`src/rtl/injm_pkg.sv`:
```
package injm_pkg;
    typedef enum logic [0:0] {
        ST_WAIT  = 1'b0,
        ST_PULSE = 1'b1
    } meas_st_t;
endpackage

```
`src/rtl/injm_angdiff.sv`:
```
// Forward angular distance from a_from to a_to on a cycle of ANG_CYCLE units.
module injm_angdiff #(
    parameter int ANG_W     = 10,
    parameter int ANG_CYCLE = 720
) (
    input  logic [ANG_W-1:0] a_from,
    input  logic [ANG_W-1:0] a_to,
    output logic [ANG_W-1:0] diff
);
    localparam logic [ANG_W-1:0] CYC_N = ANG_W'(ANG_CYCLE);

    // Arithmetic modulo 2^ANG_W gives the right value because the result is below ANG_CYCLE.
    always_comb begin
        if (a_to >= a_from) diff = a_to - a_from;
        else                diff = a_to - a_from + CYC_N;
    end
endmodule

```
`src/rtl/injm_edge.sv`:
```
module injm_edge (
    input  logic clk,
    input  logic rst_n,
    input  logic sig_in,
    output logic sig_q,
    output logic rise,
    output logic fall
);
    always_ff @(posedge clk) begin
        if (!rst_n) sig_q <= 1'b0;
        else        sig_q <= sig_in;
    end

    assign rise = sig_in & ~sig_q;
    assign fall = ~sig_in & sig_q;


    rise_seen_chk: assert property (@(posedge clk) disable iff (!rst_n)
        rise |=> sig_q);
endmodule

```
`src/rtl/injm_timeout.sv`:
```
// Expiry source: a millisecond window or one full angle cycle of crank travel.
module injm_timeout #(
    parameter int ANG_W        = 10,
    parameter int ANG_CYCLE    = 720,
    parameter int TICKS_PER_MS = 250000,
    parameter int MS_W         = 16
) (
    input  logic             clk,
    input  logic             rst_n,
    input  logic             restart,
    input  logic             sel_rev,
    input  logic [MS_W-1:0]  to_ms,
    input  logic [ANG_W-1:0] crank_ang,
    output logic             expire
);
    localparam int PRE_W = (TICKS_PER_MS > 1) ? $clog2(TICKS_PER_MS) : 1;
    localparam logic [PRE_W-1:0] PRE_LAST = PRE_W'(TICKS_PER_MS - 1);
    localparam logic [ANG_W:0]   CYC      = (ANG_W+1)'(ANG_CYCLE);

    logic [PRE_W-1:0] pre_q;
    logic [MS_W-1:0]  ms_q;
    logic             ms_tick, time_en, time_exp;

    logic [ANG_W-1:0] prev_q, delta;
    logic             primed_q;
    logic [ANG_W:0]   trav_q, trav_nxt;
    logic             rev_exp;

    // ---- time window ----
    assign ms_tick  = (pre_q == PRE_LAST);
    assign time_en  = !sel_rev && (to_ms != '0);
    assign time_exp = time_en && ms_tick &&
                      (({1'b0, ms_q} + {{MS_W{1'b0}}, 1'b1}) >= {1'b0, to_ms});

    always_ff @(posedge clk) begin
        if (!rst_n || restart || expire || !time_en) begin
            pre_q <= '0;
            ms_q  <= '0;
        end else if (ms_tick) begin
            pre_q <= '0;
            if (ms_q != '1) ms_q <= ms_q + 1'b1;
        end else begin
            pre_q <= pre_q + 1'b1;
        end
    end

    // ---- crank travel window ----
    injm_angdiff #(.ANG_W(ANG_W), .ANG_CYCLE(ANG_CYCLE)) u_step (
        .a_from (prev_q),
        .a_to   (crank_ang),
        .diff   (delta)
    );

    assign trav_nxt = trav_q + {1'b0, delta};
    assign rev_exp  = sel_rev && primed_q && (trav_nxt >= CYC);

    always_ff @(posedge clk) begin
        if (!rst_n) begin
            prev_q   <= '0;
            primed_q <= 1'b0;
            trav_q   <= '0;
        end else begin
            prev_q   <= crank_ang;
            primed_q <= 1'b1;
            if (restart || expire || !sel_rev) trav_q <= '0;
            else if (primed_q)                 trav_q <= trav_nxt;
        end
    end

    assign expire = time_exp | rev_exp;


    window_restart_chk: assert property (@(posedge clk) disable iff (!rst_n)
        expire |=> (ms_q == '0 && pre_q == '0 && trav_q == '0));

    time_idle_chk: assert property (@(posedge clk) disable iff (!rst_n)
        (!sel_rev && to_ms == '0) |-> !expire);
endmodule

```
`src/rtl/injm_pulse_meter.sv`:
```
module injm_pulse_meter
    import injm_pkg::*;
#(
    parameter int TICK_W       = 24,
    parameter int ANG_W        = 10,
    parameter int ANG_CYCLE    = 720,
    parameter int TICKS_PER_MS = 250000,
    parameter int MS_W         = 16
) (
    input  logic              clk,
    input  logic              rst_n,
    input  logic              inj_in,
    input  logic [ANG_W-1:0]  crank_ang,
    input  logic              to_sel,
    input  logic [MS_W-1:0]   to_ms,
    output logic [TICK_W-1:0] dur_ticks,
    output logic [ANG_W-1:0]  soi_ang,
    output logic [ANG_W-1:0]  eoi_ang,
    output logic [ANG_W-1:0]  span_ang,
    output logic              meas_vld,
    output logic              to_clr
);
    meas_st_t          state_q, state_d;
    logic              inj_q, rise, fall;
    logic              expire, publish, kill;
    logic [TICK_W-1:0] cnt_q;
    logic [ANG_W-1:0]  soi_lat, span_now;

    injm_edge u_edge (
        .clk    (clk),
        .rst_n  (rst_n),
        .sig_in (inj_in),
        .sig_q  (inj_q),
        .rise   (rise),
        .fall   (fall)
    );

    injm_timeout #(
        .ANG_W(ANG_W), .ANG_CYCLE(ANG_CYCLE),
        .TICKS_PER_MS(TICKS_PER_MS), .MS_W(MS_W)
    ) u_tmo (
        .clk       (clk),
        .rst_n     (rst_n),
        .restart   (publish),
        .sel_rev   (to_sel),
        .to_ms     (to_ms),
        .crank_ang (crank_ang),
        .expire    (expire)
    );

    injm_angdiff #(.ANG_W(ANG_W), .ANG_CYCLE(ANG_CYCLE)) u_span (
        .a_from (soi_lat),
        .a_to   (crank_ang),
        .diff   (span_now)
    );

    assign publish = fall && (state_q == ST_PULSE);
    assign kill    = expire && !publish;

    // ---- state register ----
    always_ff @(posedge clk) begin
        if (!rst_n) state_q <= ST_WAIT;
        else        state_q <= state_d;
    end

    // ---- next state ----
    always_comb begin
        state_d = state_q;
        unique case (state_q)
            ST_WAIT:  if (rise)                 state_d = ST_PULSE;  // start
            ST_PULSE: if (publish || kill)      state_d = ST_WAIT;   // publish / discard
            default:                            state_d = ST_WAIT;
        endcase
    end

    // ---- measurement datapath ----
    always_ff @(posedge clk) begin
        if (!rst_n) begin
            cnt_q   <= '0;
            soi_lat <= '0;
        end else if (state_q == ST_WAIT && rise) begin
            cnt_q   <= {{(TICK_W-1){1'b0}}, 1'b1};
            soi_lat <= crank_ang;
        end else if (state_q == ST_PULSE && inj_in && !kill && cnt_q != '1) begin
            cnt_q   <= cnt_q + 1'b1;
        end
    end

    // ---- outputs ----
    always_ff @(posedge clk) begin
        if (!rst_n) begin
            dur_ticks <= '0;
            soi_ang   <= '0;
            eoi_ang   <= '0;
            span_ang  <= '0;
            meas_vld  <= 1'b0;
            to_clr    <= 1'b0;
        end else begin
            meas_vld <= 1'b0;
            to_clr   <= 1'b0;
            if (publish) begin
                dur_ticks <= cnt_q;
                soi_ang   <= soi_lat;
                eoi_ang   <= crank_ang;
                span_ang  <= span_now;
                meas_vld  <= 1'b1;
            end else if (kill) begin
                dur_ticks <= '0;
                soi_ang   <= '0;
                eoi_ang   <= '0;
                span_ang  <= '0;
                to_clr    <= 1'b1;
            end
        end
    end


    strobe_excl_chk: assert property (@(posedge clk) disable iff (!rst_n)
        !(meas_vld && to_clr));

    vld_single_chk: assert property (@(posedge clk) disable iff (!rst_n)
        meas_vld |=> !meas_vld);

    vld_source_chk: assert property (@(posedge clk) disable iff (!rst_n)
        meas_vld |-> !inj_q);

    clr_zero_chk: assert property (@(posedge clk) disable iff (!rst_n)
        to_clr |-> (dur_ticks == '0 && soi_ang == '0 && eoi_ang == '0 && span_ang == '0));

    cnt_sat_chk: assert property (@(posedge clk) disable iff (!rst_n)
        (state_q == ST_PULSE && inj_in && cnt_q == '1) |=> cnt_q == '1);

    publish_wait_chk: assert property (@(posedge clk) disable iff (!rst_n)
        publish |=> state_q == ST_WAIT);
endmodule

```
`config.mk`:
```
export PLATFORM = sky130hd
export DESIGN_NAME = injm_pulse_meter
export DESIGN_NICKNAME = d
export VERILOG_FILES = /design/src/rtl/injm_pkg.sv /design/src/rtl/injm_angdiff.sv /design/src/rtl/injm_edge.sv /design/src/rtl/injm_timeout.sv /design/src/rtl/injm_pulse_meter.sv
export SDC_FILE = /design/constraint.sdc
export NUM_CORES = 1
export LEC_CHECK = 0
export ABC_AREA = 1
export BUFFER_PORTS_ARGS = -buffer_cell sky130_fd_sc_hd__buf_2
export CORE_ASPECT_RATIO = 0.9
export CORE_MARGIN = 1.5
export CORE_UTILIZATION = 45
export CTS_CLUSTER_SIZE = 10
export DETAILED_ROUTE_END_ITERATION = 7
export GPL_TIMING_DRIVEN = 0
export PLACE_DENSITY = 0.77
export SYNTH_ARGS = -nofsm -noshare
export SYNTH_HDL_FRONTEND = slang
export SYNTH_SLANG_ARGS = --single-unit
export TNS_END_PERCENT = 100
```
`constraint.sdc`:
```
create_clock -name clk -period 4.5 [get_ports clk]
set_clock_uncertainty 0.05 [all_clocks]
set_input_delay 0.675 -clock clk [delete_from_list [all_inputs] [get_ports clk]]
set_output_delay 0.675 -clock clk [all_outputs]
set_load 0.01 [all_outputs]
```
== Word-level counts from Yosys, hierarchy flattened ==
Index checks and enable logic that the tools add are counted.
Word-level totals
  register bits after elaboration: 148
  word-level logic and storage cells: 85
  output and inout port bits: 56
  input bits: 30
Cells by class
  bitwise operators: 7
  muxes and demuxes: 16
  equality and inequality tests: 3
  magnitude comparators: 4
  add/subtract/negate cells: 9
  reductions and logical operators: 30
Operators by type and width (number)
  10-bit 2-to-1 mux: 6
  24-bit 2-to-1 mux: 2
  24-bit by 1-bit adder with 24-bit output, second input constant: 1
  24-bit inequality test, second input constant: 1
  10-bit adder, second input constant: 2
  10-bit greater-or-equal comparator: 2
  10-bit subtractor: 2
  18-bit by 1-bit adder with 18-bit output, second input constant: 1
  18-bit equality test, second input constant: 1
  16-bit by 1-bit adder with 17-bit output, second input constant: 1
  17-bit by 16-bit greater-or-equal comparator with 1-bit output: 1
  16-bit by 1-bit adder with 16-bit output, second input constant: 1
  16-bit inequality test, second input constant: 1
  16-bit nonzero test: 1
  11-bit by 10-bit adder with 11-bit output: 1
  11-bit by 10-bit greater-or-equal comparator with 1-bit output, second input constant: 1
  1-bit logical AND: 11
  2-bit OR reduction: 4
  1-bit 2-to-1 mux: 7
  1-bit logical OR: 6
  1-bit zero test: 5
  1-bit inverter: 4
  2-bit nonzero test: 2
  1-bit bitwise AND: 2
  other kinds (3): 3

== Depth between registers and ports, before layout ==
  depth in word-level cells: 13
  mapped depth: 30
  depth with buffers taken out: 30

== Cells and area by module ==
A second synthesis with hierarchy kept.
Unflattened totals
  cell total of the unflattened synthesis: 1231
  area, all modules: 8823.5 sq um
By module, submodules not included
  injm_pulse_meter: cells an instance 433, area an instance 3637.2 sq um, times used 1, sequential area each 1821.7 sq um
  injm_timeout: cells an instance 517, area an instance 3602.2 sq um, times used 1, sequential area each 1121.1 sq um
  injm_angdiff: cells an instance 137, area an instance 769.5 sq um, times used 2, sequential area each 0.0 sq um
  injm_edge: cells an instance 7, area an instance 45.0 sq um, times used 1, sequential area each 20.0 sq um

== Least setup slack after synthesis ==
Ideal clock, no wire load.
  kind: input port to flip-flop
  start point: input crank_ang[2]
  end point: register cnt_q[10]
  setup time: 70 ps
  arrival time: 4132 ps
  buffers on the path: 1
  setup slack: 247 ps
  cell stages on the path: 27
  data required time: 4380 ps
  path through: ha_1 -> nand2_1 -> o21ai_0 -> a21oi_1 -> o21bai_1 -> xor2_1 -> inv_1 -> ha_1 -> nor2_1 -> a21oi_1 -> ha_1 -> nand2_1 -> inv_1 -> a21oi_1 -> nand2_1 -> nand2_1 -> nand3b_1 -> nand2_1 -> inv_1 -> nand2_1 -> nand2_1 -> nand2_1 -> nand2_1 -> nor2_1 -> buf_2 -> nand3_1 -> a21oi_1
On the way
  cells in the longest elaborated chain, start to end: 11
  elaborated cells on any way between the ends: 12
  classes of those cells: 3 x add/sub; 2 x order compare; 1 x mux; 1 x bitwise; 5 x reduce/logical
Ends and longest elaborated chain
  start, declared: line injm_pulse_meter.sv:13  | input logic [ANG_W-1:0] crank_ang,
  10-bit subtractor: line injm_angdiff.sv:14, injm_angdiff.sv:15
  10-bit adder: line injm_angdiff.sv:15  | else diff = a_to - a_from + CYC_N;
  10-bit 2-to-1 mux *: line injm_angdiff.sv:14  | if (a_to >= a_from) diff = a_to - a_from;
  11-bit by 10-bit adder with 11-bit output *: line injm_timeout.sv:54  | assign trav_nxt = trav_q + {1'b0, delta};
  11-bit by 10-bit greater-or-equal comparator with 1-bit output *: line injm_timeout.sv:55  | assign rev_exp = sel_rev && primed_q && (trav_nxt >= CYC);
  1-bit logical AND *: line injm_timeout.sv:55
  1-bit bitwise OR *: line injm_timeout.sv:70  | assign expire = time_exp | rev_exp;
  1-bit logical AND *: line injm_pulse_meter.sv:58  | assign kill = expire && !publish;
  1-bit zero test *: line injm_pulse_meter.sv:84  | end else if (state_q == ST_PULSE && inj_in && !kill && cnt_q != '1) begin
  1-bit logical AND * (2 in a row): line injm_pulse_meter.sv:84
  end signal, assigned: line injm_pulse_meter.sv:82  | cnt_q <= {{(TICK_W-1){1'b0}}, 1'b1};
  end signal, assigned: line injm_pulse_meter.sv:85  | cnt_q <= cnt_q + 1'b1;
  end, declared: line injm_pulse_meter.sv:26  | logic [TICK_W-1:0] cnt_q;
Every way passes the cells marked *; elsewhere a longest branch is shown, timed or not.
A chain may end at the register's enable or synchronous reset.

== Final worst setup path ==
  start point: register u_tmo.prev_q[1]
  end point: register u_tmo.ms_q[14]
On the way
  cells in the longest elaborated chain, start to end: 9
  elaborated cells on any way between the ends: 10
  classes of those cells: 3 x add/sub; 2 x order compare; 1 x mux; 1 x bitwise; 3 x reduce/logical
Ends and longest elaborated chain
  start, declared: line injm_timeout.sv:24  | logic [ANG_W-1:0] prev_q, delta;
  start signal, assigned: line injm_timeout.sv:63  | prev_q <= crank_ang;
  10-bit subtractor: line injm_angdiff.sv:14, injm_angdiff.sv:15
  10-bit adder: line injm_angdiff.sv:15
  10-bit 2-to-1 mux *: line injm_angdiff.sv:14
  11-bit by 10-bit adder with 11-bit output *: line injm_timeout.sv:54
  11-bit by 10-bit greater-or-equal comparator with 1-bit output *: line injm_timeout.sv:55
  1-bit logical AND *: line injm_timeout.sv:55
  1-bit bitwise OR *: line injm_timeout.sv:70
  1-bit logical OR * (2 in a row): line injm_timeout.sv:36  | if (!rst_n || restart || expire || !time_en) begin
  end signal, assigned: line injm_timeout.sv:41  | if (ms_q != '1) ms_q <= ms_q + 1'b1;
  end, declared: line injm_timeout.sv:21  | logic [MS_W-1:0] ms_q;
Marked as above.

==> reports/metrics.csv <==
stage,metric,value,unit
run_status,run status,"complete, no violations",
synthesis,share of the yosys chip area belonging to registers,36.0,%
synthesis,number of warnings reported in the yosys synthesis log,0,
critical_path,kind of end point of the critical path,flip-flop,
synthesis,nets in the synthesized netlist,1236,
floorplan,Die Y-Extent,131,um
floorplan,I/O pin total,86,
cts,Max clock buf depth,2,
sta,Highest Clock Rate,231,MHz
drt,per-cell via count in the routed design,5.11,
synthesis,Seq cells post-synth,148,
cts,deepest level of the CTS H-tree,4,
critical_path,category of the worst setup path launch point,flip-flop,
drt,violation count after the first detailed-routing iteration,469,
synthesis,Mapped Avg Cell Area,7.14,um2
sta,Final Hold Viols,0,
critical_path,highest fanout seen on the critical path,6,
pwr,Pleak,0.00445,uW
synthesis,unique cell type count in the Yosys netlist,35,
drt,Pre-antenna DRT Iters,5,
cts,master cell of the clock root buffer,sky130_fd_sc_hd__clkbuf_16,
sta,slew at the pin closest to its max-slew limit,0.748,ns
global_route,overall overflow remaining after global route,0,
sta,worst slew margin relative to its limit,49.8,%
critical_path,cell occurring most often along the worst timing path,sky130_fd_sc_hd__nand2_1,
placement,total half-perimeter wirelength after legalization and detailed placement,15500,um
synthesis,instance count of the mapped netlist,1152,
synthesis,Most used DFF post-synth,sky130_fd_sc_hd__dfxtp_1,
placement,routability congestion estimate,0.903,
critical_path,"Req. time, crit path",4.80,ns
global_route,antenna violations before repair,1,
synthesis,top-count cell post-synth,sky130_fd_sc_hd__nand2_1,
drt,number of remaining DRC errors,0,
critical_path,worst path arrival time,4.62,ns
placement,I/O Buffers,85,
finish,final instance area,9970,um2
finish,final standard cell utilization of the core,56.1,%
pwr,worst-case vdd ir drop,0.282,mV
synthesis,leading post-synthesis cells by cell area,"sky130_fd_sc_hd__dfxtp_1, sky130_fd_sc_hd__nand2_1, sky130_fd_sc_hd__inv_1, sky130_fd_sc_hd__ha_1, sky130_fd_sc_hd__xor2_1",
cts,TritonCTS buffer count,17,
floorplan,Die Area,19100,um2
critical_path,highest cell delay on the worst timing path,0.36,ns
synthesis,post-synth top area cell,sky130_fd_sc_hd__dfxtp_1,
hold_path,beginning of the worst hold path,rst_n,
pwr,ratio of total power to cell area,360,nW/um2
drt,post-route ant nets,0,
sta,minimum period implied by the final worst setup slack,4.32,ns
finish,# fillers,1632,
critical_path,cell with the largest stage delay on the worst path,sky130_fd_sc_hd__dfxtp_2,
critical_path,Critical Path Source,u_tmo.prev_q[1],
global_route,GR Util All Layers,21.6,%
synthesis,share of flip-flops with an asynchronous set or reset after synthesis,0,%
global_route,number of global-route vias before repair,7099,
global_route,wire length of the first global-routing pass,33800,um
finish,synthesis-to-finish area growth,21.3,%
sta,TNS Setup,0,ns
placement,placement-stage cell area,8950,um2
synthesis,area fraction of the dominant cell type after synthesis,36.0,%
global_route,largest net degree at the start of global routing,17,
sta,"Period Utilization, post-route",96.1,%
floorplan,placeable core area,17800,um2
floorplan,width of the die,145,um
floorplan,std cell rows,46,
cts,insertion delay of the later-clocked pin in the worst-skew pair,0.42,ns
drt,average wire per cell in the routed design,14.0,um
cts,clock-pin slew on the worst setup and hold paths,0.06,ns
pwr,total power draw,3590,uW
critical_path,type of the worst setup path,flip-flop to flip-flop,
finish,proportion of layout cells with a drive suffix above 1,15.4,%
cts,CTS sink count,148,
placement,post-place setup slack,-0.719,ns
drt,total number of vias,7785,
sta,number of max-slew violations in the final report,0,
cts,CTS tree,yes,
synthesis,number of enable flip-flop cells after synthesis,0,
synthesis,most frequent cells after synthesis,"sky130_fd_sc_hd__nand2_1, sky130_fd_sc_hd__inv_1, sky130_fd_sc_hd__dfxtp_1, sky130_fd_sc_hd__a21oi_1, sky130_fd_sc_hd__nand3_1",
finish,post-layout net count,1355,
synthesis,netlist area before placement,8220,um2
sta,final setup violating endpoints,0,
sta,Worst Slack Setup Final,0.176,ns
critical_path,reg-to-reg critical path startpoint,u_tmo.prev_q[1],
drt,Post-Route WL,21300,um
hold_path,Hold WC Path Type,input pin to flip-flop,
floorplan,Initial Utilization,46.2,%
flow_run,max-cap violations,0,
## area by class of cell
type	count	area, um2	share of cell area (%)
flip-flops and latches	148	2960	29.7
inverters	176	661	6.62
plain buffers	31	185	1.86
multi-input cells	797	4650	46.6
diodes	1	2.50	0.0251
clock inverters	8	126	1.27
repair buffers	100	613	6.15
well taps	240	300	3.01
clock buffers	22	474	4.75
## metal layers
metal | track usage (%) | part of all wire, % | up-vias
met5 | 0 | 0 | -
met4 | 6.75 | 1.8 | 0
met3 | 4.27 | 4.8 | 27
met2 | 35.3 | 47 | 203
met1 | 28.6 | 47 | 3582
li1 | - | - | 3973
## placed cells by master, fill, tap and decap left out, types with 4 or more instances in the layout
master and n:
sky130_fd_sc_hd__nand2_1 283, sky130_fd_sc_hd__inv_1 174, sky130_fd_sc_hd__dfxtp_1 147, sky130_fd_sc_hd__buf_2 88, sky130_fd_sc_hd__nand3_1 70, sky130_fd_sc_hd__a21oi_1 69
sky130_fd_sc_hd__o21ai_0 60, sky130_fd_sc_hd__xor2_1 56, sky130_fd_sc_hd__ha_1 47, sky130_fd_sc_hd__nor2_1 45, sky130_fd_sc_hd__nand4_1 28, sky130_fd_sc_hd__nor3_1 26
sky130_fd_sc_hd__clkbuf_1 20, sky130_fd_sc_hd__clkbuf_16 20, sky130_fd_sc_hd__nor3_2 15, sky130_fd_sc_hd__buf_4 12, sky130_fd_sc_hd__xnor2_1 10, sky130_fd_sc_hd__nor4_1 10
sky130_fd_sc_hd__a21oi_2 9, sky130_fd_sc_hd__nand2_2 9, sky130_fd_sc_hd__o22ai_1 9, sky130_fd_sc_hd__nand3b_1 6, sky130_fd_sc_hd__o21bai_1 5, sky130_fd_sc_hd__or2_2 5
sky130_fd_sc_hd__a31oi_1 4, sky130_fd_sc_hd__buf_6 4, sky130_fd_sc_hd__ha_4 4
## state kept, by name (all words and copies together) (netlist names), 10 cells and up
register      count
cnt_q            24
dur_ticks        24
u_tmo.pre_q      18
u_tmo.ms_q       16
u_tmo.trav_q     11
eoi_ang          10
soi_ang          10
soi_lat          10
span_ang         10
u_tmo.prev_q     10
## power by group
part	switching (uW)	total (uW)	internal, uW
Clock	532	1440	909
Combinational	474	786	312
Sequential	20.2	1360	1340
Total	1030	3590	2570
## through the flow
stage	instances	hold slack [ns]
4_1_cts	1509	0.351
6_report	1523	0.368
3_3_place_gp	1477	0.378
2_1_floorplan	1152	0.380
5_1_grt	1523	0.363
3_5_place_dp	1477	0.388
## final timing paths
path	endpoint	slack, ns	depth (start not counted)
worst max register to register	u_tmo.ms_q[14]	0.18	32
worst max-delay path	u_tmo.ms_q[14]	0.18	32
worst min register to register	dur_ticks[10]	0.40	2
worst min-delay path	u_tmo.primed_q	0.37	1
## cells by family after synthesis
logic type,synth area share [%]
AOI/OAI and AO/OA,10.4
xor gates and xnor gates,7.14
adders and majority gates,8.49
buffers and inverters,9.68
DFF,36.0
and+or+nand+nor,28.2
## critical path: cells and delay by family (launching register included)
family / cells / cell delay [ns]
compound gates: 5 / 0.63
simple gates: 17 / 1.44
flops: 1 / 0.36
buf+inv: 6 / 0.76
xor+xnor: 1 / 0.16
fa+ha+maj: 3 / 0.82
## what timing repair did
action | in CTS | in global routing
setup buffers | 2 | 10
hold buffers | 0 | 0
endpoints found under the setup margin | 114 | 124
resized for setup | 3 | 68
gates cloned | 0 | 3
pin swaps | 2 | 17
(Power assumes the default switching activity.)
